`src/rtl/lined_write_mem.sv`:
```
module lined_write_mem #(
  parameter int WORD_W    = 32,
  parameter int NUM_LINES = 8,
  parameter int ADDR_W    = 6,
  parameter int DELAY_W   = 4,
  localparam int LINE_W   = ADDR_W - 2,
  localparam int IDX_W    = $clog2(NUM_LINES)
) (
  input  logic                     clk,
  input  logic                     rst,
  input  logic                     req_valid,
  input  logic [2:0]               req_id,
  input  logic [ADDR_W-1:0]        req_addr,
  input  logic signed [WORD_W-1:0] req_data,
  input  logic [DELAY_W-1:0]       cfg_delay,
  output logic                     rsp_ok,
  input  logic [IDX_W-1:0]         view_line,
  output logic [4*WORD_W-1:0]      view_data
);
  localparam logic [2:0] ID_NONE = 3'd0;
  localparam logic [2:0] ID_SIDE = 3'd4;

  logic [WORD_W-1:0]  mem [NUM_LINES][4];
  logic [2:0]         owner_q;
  logic [DELAY_W-1:0] cnt_q;

  logic [LINE_W-1:0]  line;
  logic [1:0]         word;
  logic               in_range, normal, side, claim, is_owner, serving, commit, done;
  logic [DELAY_W-1:0] cnt_eff;

  assign line     = req_addr[ADDR_W-1:2];
  assign word     = req_addr[1:0];
  assign in_range = {{(32-LINE_W){1'b0}}, line} < NUM_LINES;

  assign normal   = req_valid && req_id != ID_NONE && req_id < ID_SIDE;
  assign side     = req_valid && req_id == ID_SIDE;
  assign claim    = normal && owner_q == ID_NONE;
  assign is_owner = normal && owner_q == req_id;
  assign serving  = claim || is_owner;
  assign cnt_eff  = claim ? cfg_delay : cnt_q;
  assign commit   = serving && cnt_eff == '0;
  assign done     = side || commit;
  assign rsp_ok   = done;

  always_ff @(posedge clk) begin
    if (rst) begin
      owner_q <= ID_NONE;
      cnt_q   <= '0;
      for (int l = 0; l < NUM_LINES; l++)
        for (int w = 0; w < 4; w++)
          mem[l][w] <= '0;
    end else begin
      if (done) owner_q <= ID_NONE;
      else if (claim) owner_q <= req_id;
      if (serving && cnt_eff != '0) cnt_q <= cnt_eff - 1'b1;
      if (done && in_range) mem[line[IDX_W-1:0]][word] <= req_data;
    end
  end

  for (genvar k = 0; k < 4; k++) begin : g_view
    assign view_data[k*WORD_W +: WORD_W] = mem[view_line][k];
  end
endmodule

```
`config.mk`:
```
export PLATFORM = sky130hd
export DESIGN_NAME = lined_write_mem
export DESIGN_NICKNAME = d
export VERILOG_FILES = /design/src/rtl/lined_write_mem.sv
export SDC_FILE = /design/constraint.sdc
export NUM_CORES = 1
export LEC_CHECK = 0
export BUFFER_PORTS_ARGS = -buffer_cell sky130_fd_sc_hd__buf_2
export CAP_MARGIN = 20
export CORE_MARGIN = 3
export CORE_UTILIZATION = 50
export DETAILED_ROUTE_END_ITERATION = 10
export PLACE_DENSITY = 0.69
export RECOVER_POWER = 100
export SYNTH_ARGS = -nofsm -noshare
export SYNTH_HDL_FRONTEND = slang
export SYNTH_SLANG_ARGS = --single-unit
```
`constraint.sdc`:
```
create_clock -name clk -period 4.69 [get_ports clk]
set_input_delay 0.938 -clock clk [delete_from_list [all_inputs] [get_ports clk]]
set_output_delay 0.938 -clock clk [all_outputs]
set_load 0.01 [all_outputs]
```
==> results of run 1 <==
==> synth_stat cells (all sizes together) (2+ instances only) <==
cell type / number / area (sq um)
nor3: 1031 / 7160
edfxtp: 1024 / 30700
mux4: 256 / 5770
clkbuf: 192 / 721
buf: 132 / 935
nand2: 132 / 495
mux2: 128 / 1440
a31o: 32 / 280
nand2b: 12 / 75.1
dfxtp: 7 / 140
nor3b: 7 / 52.6
nor2: 6 / 22.5
a21oi: 4 / 20.0
mux2i: 3 / 30.0
nor2b: 3 / 18.8
a21boi: 2 / 15.0
and3b: 2 / 17.5
ha: 2 / 25.0
or3: 2 / 12.5
==> how the worst max path moves through the flow <==
| stage | cells after the start | start | end |
|---|---|---|---|
| 3_5_place_dp | 10 | req_id[0] | mem[6][35] |
| 5_1_grt | 5 | view_line[1] | view_data[89] |
| 6_report | 5 | view_line[1] | view_data[89] |
| 2_1_floorplan | 9 | req_id[0] | rsp_ok |
| 3_3_place_gp | 10 | req_id[0] | mem[2][34] |
| 4_1_cts | 9 | req_id[2] | rsp_ok |
==> area by class of cell <==
class	instances	area, sq um
diodes	11	27.5
clock buffers	126	2750
clock inverters	62	576
fillers	7795	43900
inverters	1	3.75
multi-input cells	1641	13700
flip-flops and latches	1031	30900
well taps	1265	1580
repair buffers	280	1860
==> power breakdown <==
group | total, mW | switching [mW] | internal [mW] | leakage (nW)
Combinational | 1.75 | 1.18 | 0.573 | 4.02
Clock | 8.18 | 3.44 | 4.75 | 1.62
Sequential | 10.5 | 0.0857 | 10.4 | 10.6
Total | 20.5 | 4.70 | 15.8 | 16.2
==> worst max-delay path: stages <==
cell                       delay (ns)
sky130_fd_sc_hd__clkbuf_4        1.07
sky130_fd_sc_hd__clkbuf_2        0.53
sky130_fd_sc_hd__mux4_2          0.36
sky130_fd_sc_hd__mux2_1          0.35
sky130_fd_sc_hd__buf_2           0.16
==> metrics by stage <==
step	total power [mW]	hold WS, ns
final	20.5	0.482
after global placement	12.6	0.472
after global routing	21.0	0.490
after floorplan	11.8	0.457
after detailed placement	12.6	0.478
after CTS	20.7	0.486
==> metal layers <==
| metal | vias up | share of wire, % | track usage, % |
|---|---|---|---|
| met1 | 14800 | 37 | 35.2 |
| met4 | 4 | 3.7 | 9.53 |
| met5 | - | 0.017 | 0 |
| met2 | 1604 | 48 | 43.3 |
| met3 | 274 | 11 | 5.52 |
| li1 | 12100 | - | - |
==> registers in the layout (all words and copies together) (netlist names) <==
name	cells
owner_q	3
mem	1024
cnt_q	4
==> cell usage in the layout (no fill, tap or decap), drive strengths merged, types with 3 or more instances in the layout <==
master / Yosys / layout
mux4: 256 / 256
nor3: 1031 / 1031
mux2: 128 / 128
diode: 0 / 11
clkbuf: 192 / 210
nor2: 6 / 6
edfxtp: 1024 / 1024
nand2: 132 / 132
bufinv: 0 / 11
nor3b: 7 / 7
nor2b: 3 / 3
a21oi: 4 / 4
buf: 132 / 196
a31o: 32 / 32
mux2i: 3 / 3
clkinv: 0 / 49
nand2b: 12 / 12
dfxtp: 7 / 7
==> cells by family after synthesis <==
| logic type | Yosys count | synth area share (%) |
|---|---|---|
| buffers and inverters | 325 | 3.45 |
| and+or+nand+nor | 1203 | 16.4 |
| xor gates and xnor gates | 1 | 0.0182 |
| DFF | 1031 | 64.2 |
| muxes | 387 | 15.0 |
| AOI/OAI and AO/OA | 48 | 0.847 |
| adders and majority gates | 2 | 0.0520 |
==> impl_results.rst, run 1 <==
.. list-table::
   :header-rows: 1

   * - Metric
     - Value
   * - Status
     - finished, violations left
   * - Failing checks
     - capacitance limit, slew limit
   * - Endpoint class of the critical path
     - output pin
   * - Vias in the first global route
     - 29,300
   * - Placed Cells
     - 4,218
   * - Worst Setup Slack, final
     - roughly 0.24 ns
   * - CP Launch Type
     - input pin
   * - H-tree depth
     - 3
   * - Sequential element share of the synthesized area
     - 64.2%
   * - RSZ-0062 raised after global routing
     - false
   * - Die Outline Area
     - around 0.10 sq mm
   * - Count of mapped cells out of synthesis
     - 2,997
   * - Number of nets at the end of the flow
     - around 3,100
   * - Number of gates resized after cts
     - 0
   * - Fraction of the core area covered by cells at the end of the flow
     - 54.0%
   * - Number of hold-repair buffers added at the cts stage
     - 0
   * - Root Buffer
     - sky130_fd_sc_hd__clkbuf_16
   * - Antenna-violating nets left
     - 0
   * - Min cycle time layout
     - 4.45 ns
   * - Global-route usage over all layers
     - 26.4%
   * - Port Buffers
     - 179
   * - Initial antenna violation count
     - 16
   * - Hold Path Class
     - reg2reg
   * - Placement Rows
     - about 110
   * - Number of detailed-routing iterations run before antenna repair
     - 5
   * - Worst R2R Path Depth
     - 10
   * - TritonCTS clock tree
     - done
   * - Highest achievable clock rate
     - between 200 and 250 MHz
   * - Final Cycle Share
     - between 90% and 100%
   * - Leakage power total
     - 16.2 nW
   * - Register clock-pin slew on the reported worst setup and hold paths
     - 0.05 ns
   * - Num CTS Buffers
     - 105
   * - Final cell count without fillers
     - ~4,400
   * - Worst reg2reg path startpoint
     - owner_q[0]
   * - Clock insertion delay at the later pin of the skew report
     - 0.66 ns
   * - Power density over the cells
     - 398 mW/mm^2
   * - Slew of the pin with the lowest slew margin
     - 3.07 ns
   * - Min-delay src
     - owner_q[2]
   * - Clock skew
     - 0.0273 ns
   * - Worst setup slack before clock tree synthesis
     - between 0.4 and 0.5 ns
   * - CTS Buffer Depth
     - 3
   * - DR WL/cell
     - 30.0 um
   * - Number of enable flip-flop cells after synthesis
     - 1,024
   * - Post-Route WL
     - 132,000 um
   * - Flip-flop and latch count after synthesis
     - 1,031
   * - Accumulated negative setup slack
     - 0 ns
   * - Worst-path fanout max
     - 69
   * - Final count of hold timing violations
     - 0
   * - Core area
     - ~0.095 sq mm
   * - Data required time of the critical path
     - 3.75 ns
   * - Total number of vias
     - 28,800
   * - Post-Synthesis Cell Area
     - slightly below 0.05 sq mm
   * - Worst Setup Path Type
     - in2out
   * - Finished Cell Area
     - 0.0514 sq mm
   * - Chip Height
     - 316 um
   * - Worst slew margin relative to its limit
     - -105%
   * - Data arrival time at the worst-slack endpoint
     - 3.51 ns
   * - Count of different cell masters after synthesis
     - 43
   * - Final Wtd Congestion
     - between 0.8 and 0.9
   * - Commonest register cell after synthesis
     - sky130_fd_sc_hd__edfxtp_1
   * - Capture endpoint of the worst hold path
     - owner_q[2]
   * - # Max-Cap Violations
     - 1
   * - Cell area reported after detailed placement
     - a little over 0.05 sq mm
   * - Largest net degree at the start of global routing
     - 155
   * - Average vias per placed instance
     - 6.52
   * - Layout overhead on the synthesized area
     - 6.82%
   * - Largest vdd supply drop
     - 0.251 mV
   * - Ratio of cells with drive above 1 in the final layout
     - 23.4%
   * - I/O pins
     - 180
   * - Wire length of the first global-routing pass
     - slightly below 200,000 um
   * - Total count of max-transition violations in the final report
     - between 100 and 150
   * - Yosys warning total
     - 0
   * - Width of the chip
     - 316 um
   * - HPWL after detailed placement
     - 69,500 um
   * - Clk sinks
     - 1,031
   * - Post-CTS Setup Inserts
     - 0
   * - Number of violations reported at the end of detailed-routing iteration 0
     - 3,421
   * - Starting Density
     - 50.5%
   * - Synthesized netlist net count
     - 3,050
   * - Number of setup violations in the final report
     - 0
   * - Number of cells on the worst hold path
     - 1
   * - Number of design rule violations left after detail routing
     - 0
   * - Average cell area after synthesis
     - between 15 and 20 sq um
   * - Critical R2R Capture
     - mem[7][125]
   * - Minimum setup slack among reg-to-reg paths
     - 0.44 ns
   * - Share of flip-flops with an asynchronous set or reset
     - 0%
   * - Sum of overflow across all layers after global routing
     - 0
Note: power is estimated with default switching activity, not from simulation.
==> run 2: changes to the inputs <==
--- a/config.mk
+++ b/config.mk
@@ -5,8 +5,10 @@
 export SDC_FILE = /design/constraint.sdc
 export NUM_CORES = 1
 export LEC_CHECK = 0
+export ABC_AREA = 1
 export BUFFER_PORTS_ARGS = -buffer_cell sky130_fd_sc_hd__buf_2
 export CAP_MARGIN = 20
+export CORE_ASPECT_RATIO = 1.4
 export CORE_MARGIN = 3
 export CORE_UTILIZATION = 50
 export DETAILED_ROUTE_END_ITERATION = 10
==> run 2 against run 1 <==
  * The run still ends with capacitance limit, slew limit left
  * Register-to-register slack better by 0.19 ns
  * Critical path depth is 3 higher
  * Final area down 2.5%
  * Critical endpoint is now view_data[125]
==> impl_results.rst, run 2 <==
.. list-table::
   :header-rows: 1

   * - Metric
     - Value
   * - Cell type contributing the most total cell area after synthesis
     - sky130_fd_sc_hd__edfxtp_1
   * - Leading cell type in the layout, fill and taps excluded
     - sky130_fd_sc_hd__nor2_1
   * - DR WL/cell
     - 22.1 um
   * - Clock skew
     - 0.0266 ns
   * - Register clock-pin slew on the reported worst setup and hold paths
     - 0.06 ns
   * - Top cell types by occurrence after synthesis
     - sky130_fd_sc_hd__nor2_1 (1,792), sky130_fd_sc_hd__edfxtp_1 (1,024), sky130_fd_sc_hd__o21ai_0 (517)
   * - I/O pins
     - 180
   * - Antenna-violating nets left
     - 0
   * - Register bank with the most flops
     - mem
   * - Largest net degree at the start of global routing
     - 87
   * - Clock insertion delay at the later pin of the skew report
     - 0.67 ns
   * - Clk sinks
     - 1,031
   * - Yosys warning total
     - 0
   * - Number of enable flip-flop cells after synthesis
     - 1,024
   * - Status
     - finished, violations left
   * - Final Wtd Congestion
     - 0.831
   * - HPWL after detailed placement
     - 74,000 um
   * - Count of different cell masters after synthesis
     - 29
   * - Highest-delay cell along the critical path
     - sky130_fd_sc_hd__clkbuf_4
   * - Buffers and inverters on the worst path
     - 4
   * - Accumulated negative setup slack
     - 0 ns
   * - Commonest cells after routing, fill and taps aside
     - sky130_fd_sc_hd__nor2_1 (1,828), sky130_fd_sc_hd__edfxtp_1 (1,024), sky130_fd_sc_hd__o21ai_0 (517)
   * - Series of cell instances along the critical path
     - buf_8, buf_12, clkbuf_4, o21ai_0, o22ai_1, nor2_1, a31oi_1, clkbuf_1
   * - Total count of max-transition violations in the final report
     - 332
   * - Worst setup slack before clock tree synthesis
     - approximately 0.48 ns
   * - Starting Density
     - between 50% and 60%
   * - Worst slew margin relative to its limit
     - -36.7%
   * - Chip Height
     - 365 um
   * - Slew of the pin with the lowest slew margin
     - 2.05 ns
   * - Min cycle time layout
     - 4.35 ns
   * - Worst R2R Path Depth
     - 16
   * - Average vias per placed instance
     - 5.80
   * - Dominant cells by area after synthesis
     - sky130_fd_sc_hd__edfxtp_1 (67%), sky130_fd_sc_hd__nor2_1 (15%), sky130_fd_sc_hd__o21ai_0 (5.6%)
   * - Final Cycle Share
     - 92.8%
   * - Post-Synthesis Cell Area
     - 0.0460 sq mm
   * - Sum of overflow across all layers after global routing
     - 0
   * - Width of the chip
     - approximately 260 um
   * - Worst-path fanout max
     - 80
   * - Leading registers by flop count
     - mem x1024, cnt_q x4, owner_q x3
   * - H-tree depth
     - 3
   * - Layout overhead on the synthesized area
     - 9.04%
   * - RSZ-0062 raised after global routing
     - false
   * - Post-Route WL
     - 124,000 um
   * - Number of violations reported at the end of detailed-routing iteration 0
     - around 3,200
   * - Min-delay src
     - owner_q[2]
   * - Number of setup violations in the final report
     - 0
   * - # Max-Cap Violations
     - 10
   * - Number of gates resized after cts
     - 0
   * - Total number of vias
     - 32,600
   * - CP Launch Type
     - input pin
   * - CP max stage delay
     - 0.63 ns
   * - Multi-input combinational cell area
     - 0.0124 sq mm
   * - Most common cell in the netlist
     - sky130_fd_sc_hd__nor2_1
   * - Leakage power total
     - 18.6 nW
   * - Synthesized netlist net count
     - 4,354
   * - Die Outline Area
     - 0.0957 sq mm
   * - Flip-flop and latch count after synthesis
     - 1,031
   * - Root Buffer
     - sky130_fd_sc_hd__clkbuf_16
   * - Count of mapped cells out of synthesis
     - around 4,300
   * - Wire length of the first global-routing pass
     - 188,000 um
   * - Post-CTS Setup Inserts
     - 0
   * - Number of design rule violations left after detail routing
     - 0
   * - Worst reg2reg path startpoint
     - owner_q[0]
   * - Critical R2R Capture
     - mem[5][59]
   * - TritonCTS clock tree
     - done
   * - Endpoint class of the critical path
     - output pin
   * - Ratio of cells with drive above 1 in the final layout
     - 10.7%
   * - CTS Buffer Depth
     - 3
   * - Core area
     - 0.0911 sq mm
   * - Placement Rows
     - roughly 130
   * - Average cell area after synthesis
     - 10.7 sq um
   * - Power density over the cells
     - 396 mW/mm^2
   * - Minimum setup slack among reg-to-reg paths
     - 0.63 ns
   * - Fill cells
     - 7,912
   * - Data required time of the critical path
     - 3.75 ns
   * - Highest achievable clock rate
     - 230 MHz
   * - Worst Setup Path Type
     - in2out
   * - Capture endpoint of the worst hold path
     - owner_q[2]
   * - Number of cells on the worst hold path
     - 2
   * - Number of flip-flops in the largest register
     - 1,024
   * - Data arrival time at the worst-slack endpoint
     - between 3 and 4 ns
   * - Vias in the first global route
     - 32,200
   * - Final count of hold timing violations
     - 0
   * - Port Buffers
     - 179
   * - Commonest register cell after synthesis
     - sky130_fd_sc_hd__edfxtp_1
   * - Sequential element share of the synthesized area
     - 67.1%
   * - Hold Path Class
     - reg2reg
   * - Initial antenna violation count
     - 6
   * - Number of nets at the end of the flow
     - 4,391
   * - Num CTS Buffers
     - 96
   * - Sequential cell area
     - between 0.03 and 0.04 sq mm
   * - Failing checks
     - capacitance limit, slew limit
   * - Portion of synthesized cell area occupied by the leading cell type
     - 66.8%
   * - Largest vdd supply drop
     - slightly below 0.3 mV
   * - Number of hold-repair buffers added at the cts stage
     - 0
   * - Number of detailed-routing iterations run before antenna repair
     - 6
   * - Global-route usage over all layers
     - 25.4%
   * - Share of flip-flops with an asynchronous set or reset
     - 0%
   * - Worst Setup Slack, final
     - between 0.3 and 0.4 ns
   * - Cell family contributing the most delay on the critical path
     - buffers and inverters
[run 2: changes by cell type in the layout (fill, tap and decap cells not counted), sizes merged, moves of 42 or more]
cell	delta
o21ai	+517
o22ai	+128
mux2	-128
nand2	-81
nor3	-1023
buf	-42
a31oi	+127
mux4	-256
nor2	+1931
clkbuf	+89
inv	+55
[run 2: cell families after synthesis]
group                      share of synthesized area (%)
and+or+nand+nor                                     18.7
xor gates and xnor gates                          0.0381
AOI/OAI and AO/OA                                   9.16
DFF                                                 67.1
buffers and inverters                               4.87
adders and majority gates                         0.0544
[run 2: per-layer routing]
layer	wire length (um)	global-route usage [%]	vias to the layer above	part of all wire [%]
li1	-	-	14800	-
met1	47500	31.4	16100	38
met2	63200	44.8	1368	51
met3	8800	3.33	297	7.1
met4	4620	10.8	0	3.7
met5	0	0	-	0
[run 2: through the flow]
stage	area [sq um]	hold WS [ns]	total power [mW]	cells	util (%)
finish	50200	0.457	19.8	5611	55.0
global route	50200	0.479	20.4	5608	55.0
CTS	50900	0.461	20.0	5604	55.9
detailed placement	47900	0.450	12.4	5433	52.6
global placement	47700	0.450	12.4	5427	52.4
floorplan	46000	0.430	11.7	4301	-
[run 2: worst max path at each step]
stage | start | endpoint | cells past startpoint
after floorplan | req_id[2] | mem[4][0] | 14
after global placement | req_id[2] | mem[0][101] | 15
after detailed placement | req_id[2] | mem[0][101] | 15
after CTS | owner_q[0] | rsp_ok | 11
after global routing | view_line[0] | view_data[121] | 8
final | view_line[0] | view_data[125] | 8
[run 2: worst reg2reg max path, cell delays in order, from the launching register on]
cell,delay [ns]
sky130_fd_sc_hd__dfxtp_1,0.32
sky130_fd_sc_hd__inv_1,0.08
sky130_fd_sc_hd__nand2_1,0.06
sky130_fd_sc_hd__nor2_1,0.18
sky130_fd_sc_hd__nand2_1,0.23
sky130_fd_sc_hd__nand2_1,0.10
sky130_fd_sc_hd__o21ai_0,0.18
sky130_fd_sc_hd__ha_1,0.24
sky130_fd_sc_hd__inv_1,0.05
sky130_fd_sc_hd__nor2_1,0.05
sky130_fd_sc_hd__nand3_2,0.09
sky130_fd_sc_hd__nand2_4,0.20
sky130_fd_sc_hd__buf_12,0.24
sky130_fd_sc_hd__nand4_1,0.07
sky130_fd_sc_hd__clkbuf_1,1.16
sky130_fd_sc_hd__nand2_1,0.17
sky130_fd_sc_hd__clkbuf_2,0.34
[run 2: layout make-up]
class                           count  area share [%]
Sequential cell                  1031            61.6
Multi-Input combinational cell   2818            24.6
Clock buffer                      116            4.98
Timing Repair Buffer              337            4.28
Tap cell                         1197            2.99
Clock inverter                     55            1.07
Inverter                           54           0.449
Antenna cell                        3          0.0150
[run 2: power breakdown]
| group | switching (mW) | internal (mW) | total (mW) |
|---|---|---|---|
| sequential | 0.0809 | 10.4 | 10.5 |
| combinational | 1.23 | 0.427 | 1.66 |
| clock | 3.43 | 4.25 | 7.68 |
